## src/rtl/flash_enc_pkg.sv

```systemverilog
package flash_enc_pkg;
  parameter int unsigned FLASH_OUT_W = 3;

  typedef struct packed {
    logic ovf;
    logic bubble;
  } flash_flags_t;
endpackage

```

## src/rtl/therm_edge_detect.sv

```systemverilog
module therm_edge_detect #(
  parameter int unsigned NUM_TAPS = 8
) (
  input  logic [NUM_TAPS-1:0] therm_i,
  output logic [NUM_TAPS-1:0] hot_o
);
  // line k marks tap k as the last high one before a low neighbour above
  for (genvar k = 0; k < NUM_TAPS; k++) begin : g_edge
    if (k == NUM_TAPS - 1) begin : g_top
      assign hot_o[k] = therm_i[k];
    end else begin : g_mid
      assign hot_o[k] = therm_i[k] ^ therm_i[k+1];
    end
  end
endmodule

```

## src/rtl/hot_top_select.sv

```systemverilog
module hot_top_select #(
  parameter int unsigned NUM_TAPS = 8
) (
  input  logic [NUM_TAPS-1:0] hot_i,
  output logic [NUM_TAPS-1:0] sel_o,
  output logic                multi_o
);
  logic [NUM_TAPS-1:0] above;

  // above[k]: any hot line strictly above k
  for (genvar k = 0; k < NUM_TAPS; k++) begin : g_chain
    if (k == NUM_TAPS - 1) begin : g_top
      assign above[k] = 1'b0;
    end else begin : g_mid
      assign above[k] = above[k+1] | hot_i[k+1];
    end
  end

  assign sel_o   = hot_i & ~above;
  assign multi_o = |(hot_i & above);
endmodule

```

## src/rtl/onehot_or_encoder.sv

```systemverilog
module onehot_or_encoder #(
  parameter int unsigned OUT_W    = 3,
  parameter int unsigned NUM_TAPS = 1 << OUT_W
) (
  input  logic [NUM_TAPS-1:0] onehot_i,
  output logic [OUT_W-1:0]    code_o
);
  for (genvar j = 0; j < OUT_W; j++) begin : g_bit
    always_comb begin
      code_o[j] = 1'b0;
      for (int k = 0; k < NUM_TAPS; k++) begin
        if (((k >> j) & 1) != 0) code_o[j] = code_o[j] | onehot_i[k];
      end
    end
  end
endmodule

```

## src/rtl/flash_therm_enc.sv

```systemverilog
module flash_therm_enc
  import flash_enc_pkg::*;
#(
  parameter int unsigned OUT_W = FLASH_OUT_W,
  localparam int unsigned NUM_TAPS = 1 << OUT_W
) (
  input  logic                clk_i,
  input  logic                rst_ni,
  input  logic [NUM_TAPS-1:0] cmp_i,
  output logic [OUT_W-1:0]    code_o,
  output logic                valid_o,
  output logic                ovf_o,
  output logic                bubble_o
);
  logic [NUM_TAPS-1:0] cmp_q;
  logic                cap_q;
  logic [NUM_TAPS-1:0] hot;
  logic [NUM_TAPS-1:0] sel;
  logic                multi;
  logic [OUT_W-1:0]    code_d;
  flash_flags_t        flags_d, flags_q;

  always_ff @(posedge clk_i or negedge rst_ni) begin
    if (!rst_ni) begin
      cmp_q <= '0;
      cap_q <= 1'b0;
    end else begin
      cmp_q <= cmp_i;
      cap_q <= 1'b1;
    end
  end

  therm_edge_detect #(.NUM_TAPS(NUM_TAPS)) u_edge (
    .therm_i (cmp_q),
    .hot_o   (hot)
  );

  hot_top_select #(.NUM_TAPS(NUM_TAPS)) u_sel (
    .hot_i   (hot),
    .sel_o   (sel),
    .multi_o (multi)
  );

  onehot_or_encoder #(.OUT_W(OUT_W), .NUM_TAPS(NUM_TAPS)) u_enc (
    .onehot_i (sel),
    .code_o   (code_d)
  );

  assign flags_d.ovf    = cmp_q[NUM_TAPS-1];
  assign flags_d.bubble = multi;

  always_ff @(posedge clk_i or negedge rst_ni) begin
    if (!rst_ni) begin
      code_o  <= '0;
      valid_o <= 1'b0;
      flags_q <= '0;
    end else begin
      code_o  <= code_d;
      valid_o <= cap_q;
      flags_q <= flags_d;
    end
  end

  assign ovf_o    = flags_q.ovf;
  assign bubble_o = flags_q.bubble;
endmodule

```

## config.mk

```make
export PLATFORM = sky130hd
export DESIGN_NAME = flash_therm_enc
export DESIGN_NICKNAME = d
export VERILOG_FILES = /design/src/rtl/flash_enc_pkg.sv /design/src/rtl/therm_edge_detect.sv /design/src/rtl/hot_top_select.sv /design/src/rtl/onehot_or_encoder.sv /design/src/rtl/flash_therm_enc.sv
export SDC_FILE = /design/constraint.sdc
export NUM_CORES = 1
export LEC_CHECK = 0
export BUFFER_PORTS_ARGS = -buffer_cell sky130_fd_sc_hd__buf_2
export CORE_AREA = 5 5 42 44
export DETAILED_ROUTE_END_ITERATION = 8
export DIE_AREA = 0 0 47 49
export PLACE_DENSITY = 0.72
export RECOVER_POWER = 50
export SETUP_SLACK_MARGIN = 0.15
export SLEW_MARGIN = 15
export SYNTH_ARGS = -nofsm -noshare
export SYNTH_HDL_FRONTEND = slang
export SYNTH_SLANG_ARGS = --single-unit
```

## constraint.sdc

```tcl
create_clock -name clk_i -period 1.95 [get_ports clk_i]
set_input_delay 0.2925 -clock clk_i [delete_from_list [all_inputs] [get_ports clk_i]]
set_output_delay 0.2925 -clock clk_i [all_outputs]
set_load 0.01 [all_outputs]
```

==> run_results.csv <==
group,metric,value,unit
floorplanning,die_y,49,um
critical_path,cp.buffers_inverters,0,
clocking,clock_latency,0.27,ns
critical_path,r2r_slack,0.54,ns
critical_path,r2r_start,"cmp_q[4]",
critical_path,startpoint_type,"register",
power_and_ir_drop,netSwitchingPower,119.6,uW
route,wl_met2,422,um
global_route,antenna_found_initial,0,
critical_path,r2r-end,"bubble_o",
power_and_ir_drop,clock_power_share,0.309,
sta,fin_tns_setup,0,ns
critical_path,slowest_delay,0.56,ns
synthesis,synth_top_area_frac,0.7673,
floorplanning,die_w,47,um
critical_path,endpoint_kind,"register",
clocking,htreeDepth,1,
synthesis,ys_types,14,
global_route,grt_max_degree,16,
route,routed_wl,801,um
clocking,cts_buffer_depth,2,
floorplanning,start_util,0.3491,
critical_path,crit_chain,"or4_4 > a21oi_2 > a31o_1 > o211ai_1",
clocking,clkSinkCount,15,
final_layout,nFillCells,146,
min_path,holdPathStages,1,
critical_path,arrival,1.56,ns
sta,setup_slack,0.5382,ns
power_and_ir_drop,seq_power_share,0.618,
critical_path,worstPathRequired,2.10,ns
synthesis,synth_common_cells,"dfrtp_1, inv_1",
synthesis,ys_top_cells_by_area,"dfrtp_1, inv_1, o31ai_1",
sta,final.setup_skew,0.002245,ns
route,first_pass_iters,4,
synthesis,synth.most_common_cell,"dfrtp_1",
clocking,numCtsBuffers,3,
sta,fin_crit_sh,0.7240,
run_status,status,"complete, no violations",
place,numPortBuffers,15,
route,top_layer,"met4",
sta,period_needed,1.412,ns
final_layout,drive_gt1_frac,0.3455,
clocking,clk_pin_slew,0.08,ns
final_layout,nets,66,
critical_path,slowest_stage,"or4_4",
final_layout,diodes,0,
power_and_ir_drop,p_comb_frac,0.072,
power_and_ir_drop,ir_worst_vdd,0.0004747,V
floorplanning,dieArea,2303,um^2
critical_path,reg2reg_depth,4,
route,avgRoutedWirePerCell,11.28,um
sta,finalHoldViolCount,0,
route,drc,0,
critical_path,critPathLaunch,"cmp_q[4]",
synthesis,synth_warnings,0,
synthesis,syn_nets,45,
critical_path,critPathTopFamily,"simple AND/OR/NAND/NOR gates",
critical_path,crit_fanout,5,
clocking,cts_tree,"built",
final_layout,area_growth,26.60,%
synthesis,netlist_instances,35,
sta,worstMarginPinSlew,0.7410,ns
sta,setup_viol_count_final,0,
place,gp_congestion,0.7950,
final_layout,multi_input_area,98.84,um^2
synthesis,syn_avg_cell_area,13.98,um^2
power_and_ir_drop,netSwitchingFraction,0.2203,
sta,slew_headroom,0.5060,
floorplanning,core,1401,um^2
synthesis,ys_ff_latch,15,
place,dpl_worst_slack,0.5516,ns
synthesis,synth_ff_type,"dfrtp_1",
floorplanning,fp-row-count,14,
route,drtIter0Drc,6,
route,wl_met3,84,um
route,wl_met1,288,um
synthesis,synth-edff-count,0,
global_route,gr-usage-all-layers,0.07836,
route,drtAntennaViolNets,0,
power_and_ir_drop,p_int,423.2,uW
synthesis,yosysTopAreaCell,"dfrtp_1",
synthesis,synth-seq-area-share,0.7673,
flow_run,cap_violations,0,
global_route,grt_pass1_vias,311,
min_path,hold_class,"in -> reg",
critical_path,criticalPathCategory,"reg -> reg",
sta,rsz0062_at_grt,"no",
min_path,min_from,"cmp_i[3]",
global_route,grt_pass1_wl,1248,um
synthesis,netlist_area,489.2,um^2
clocking,clockRootBuffer,"clkbuf_4",
sta,maxSlewViolCount,0,
route,vias_per_cell,4.535,
floorplanning,boundaryPins,16,
global_route,grt-ovfl-total,0,
synthesis,async_reset_ff_frac,1.000,
sta,hold_slack,0.1199,ns
sta,clock.fmax,708.3,MHz
route,vias,322,
power_and_ir_drop,p_leak,0.0002892,uW
power_and_ir_drop,power_density,876.4,nW/um^2
place,post-dp-hpwl,590,um
final_layout,seqCellArea,375.4,um^2
min_path,hold-path-endpoint,"cmp_q[3]",
## cells by family after synthesis
group / share of synthesized area
flip-flops: 0.7673
AO/OA/AOI/OAI: 0.1407
AND/OR/NAND/NOR: 0.05372
buffers and inverters: 0.03068
other: 0.007665
## worst max-delay path by stage
| stage | to | slack, ns | depth (start not counted) |
|---|---|---|---|
| 6_report | bubble_o | 0.54 | 4 |
| 5_1_grt | bubble_o | 0.49 | 4 |
| 4_1_cts | bubble_o | 0.53 | 4 |
| 3_5_place_dp | bubble_o | 0.55 | 4 |
| 3_3_place_gp | bubble_o | 0.58 | 4 |
| 2_1_floorplan | bubble_o | 0.61 | 4 |
## flip-flops by register name (all words and copies together), names as in the netlist
name / cells
cmp_q: 8
code_o: 3
bubble_o: 1
cap_q: 1
ovf_o: 1
valid_o: 1
## area by class of cell
type                    instances  share of cell area
inverters                       4             0.02424
clock buffers                   4             0.04242
repair buffers                 16              0.1354
flip-flops and latches         15              0.6061
well taps                      16             0.03232
multi-input cells              16              0.1596
## metal layers
metal	track usage	vias to the layer above
li1	-	156
met1	0.08685	149
met2	0.1222	15
met3	0.03321	2
met4	0.04147	0
met5	0	-
## per-stage QoR
step	instance area (um^2)	power, uW	instances	utilization
2_1_floorplan	489.2	356.3	35	-
3_3_place_gp	584.3	378.0	66	0.4170
3_5_place_dp	584.3	380.2	66	0.4170
4_1_cts	620.6	552.0	71	0.4429
5_1_grt	619.3	573.8	71	0.4420
6_report	619.3	542.8	71	0.4420
## repair_timing
action,CTS,global route
setup buffers,0,0
hold buffers,1,0
gates resized for setup,0,0
hold endpoints to repair,15,0
## cells in the final DEF (no fill, tap or decap), drive strengths merged
cell	synthesis	routed
a21oi	3	3
dlygate4sd3	0	1
conb	1	1
buf	0	14
o21ai	1	1
nand2	2	2
or4	1	1
o22ai	1	1
a31o	1	1
dfrtp	15	15
o21bai	1	1
nor2	2	2
clkbuf	0	5
o211ai	1	1
o31ai	2	2
inv	4	4
## power by group through the flow
stage | registers, uW | logic (uW) | clock network [uW]
after floorplan | 344 | 12.7 | 0
after global placement | 341 | 37.0 | 0
after detailed placement | 341 | 38.8 | 0
after CTS | 335 | 40.4 | 176
after global routing | 337 | 44.2 | 193
final | 336 | 39.2 | 168
(Power assumes the default switching activity.)
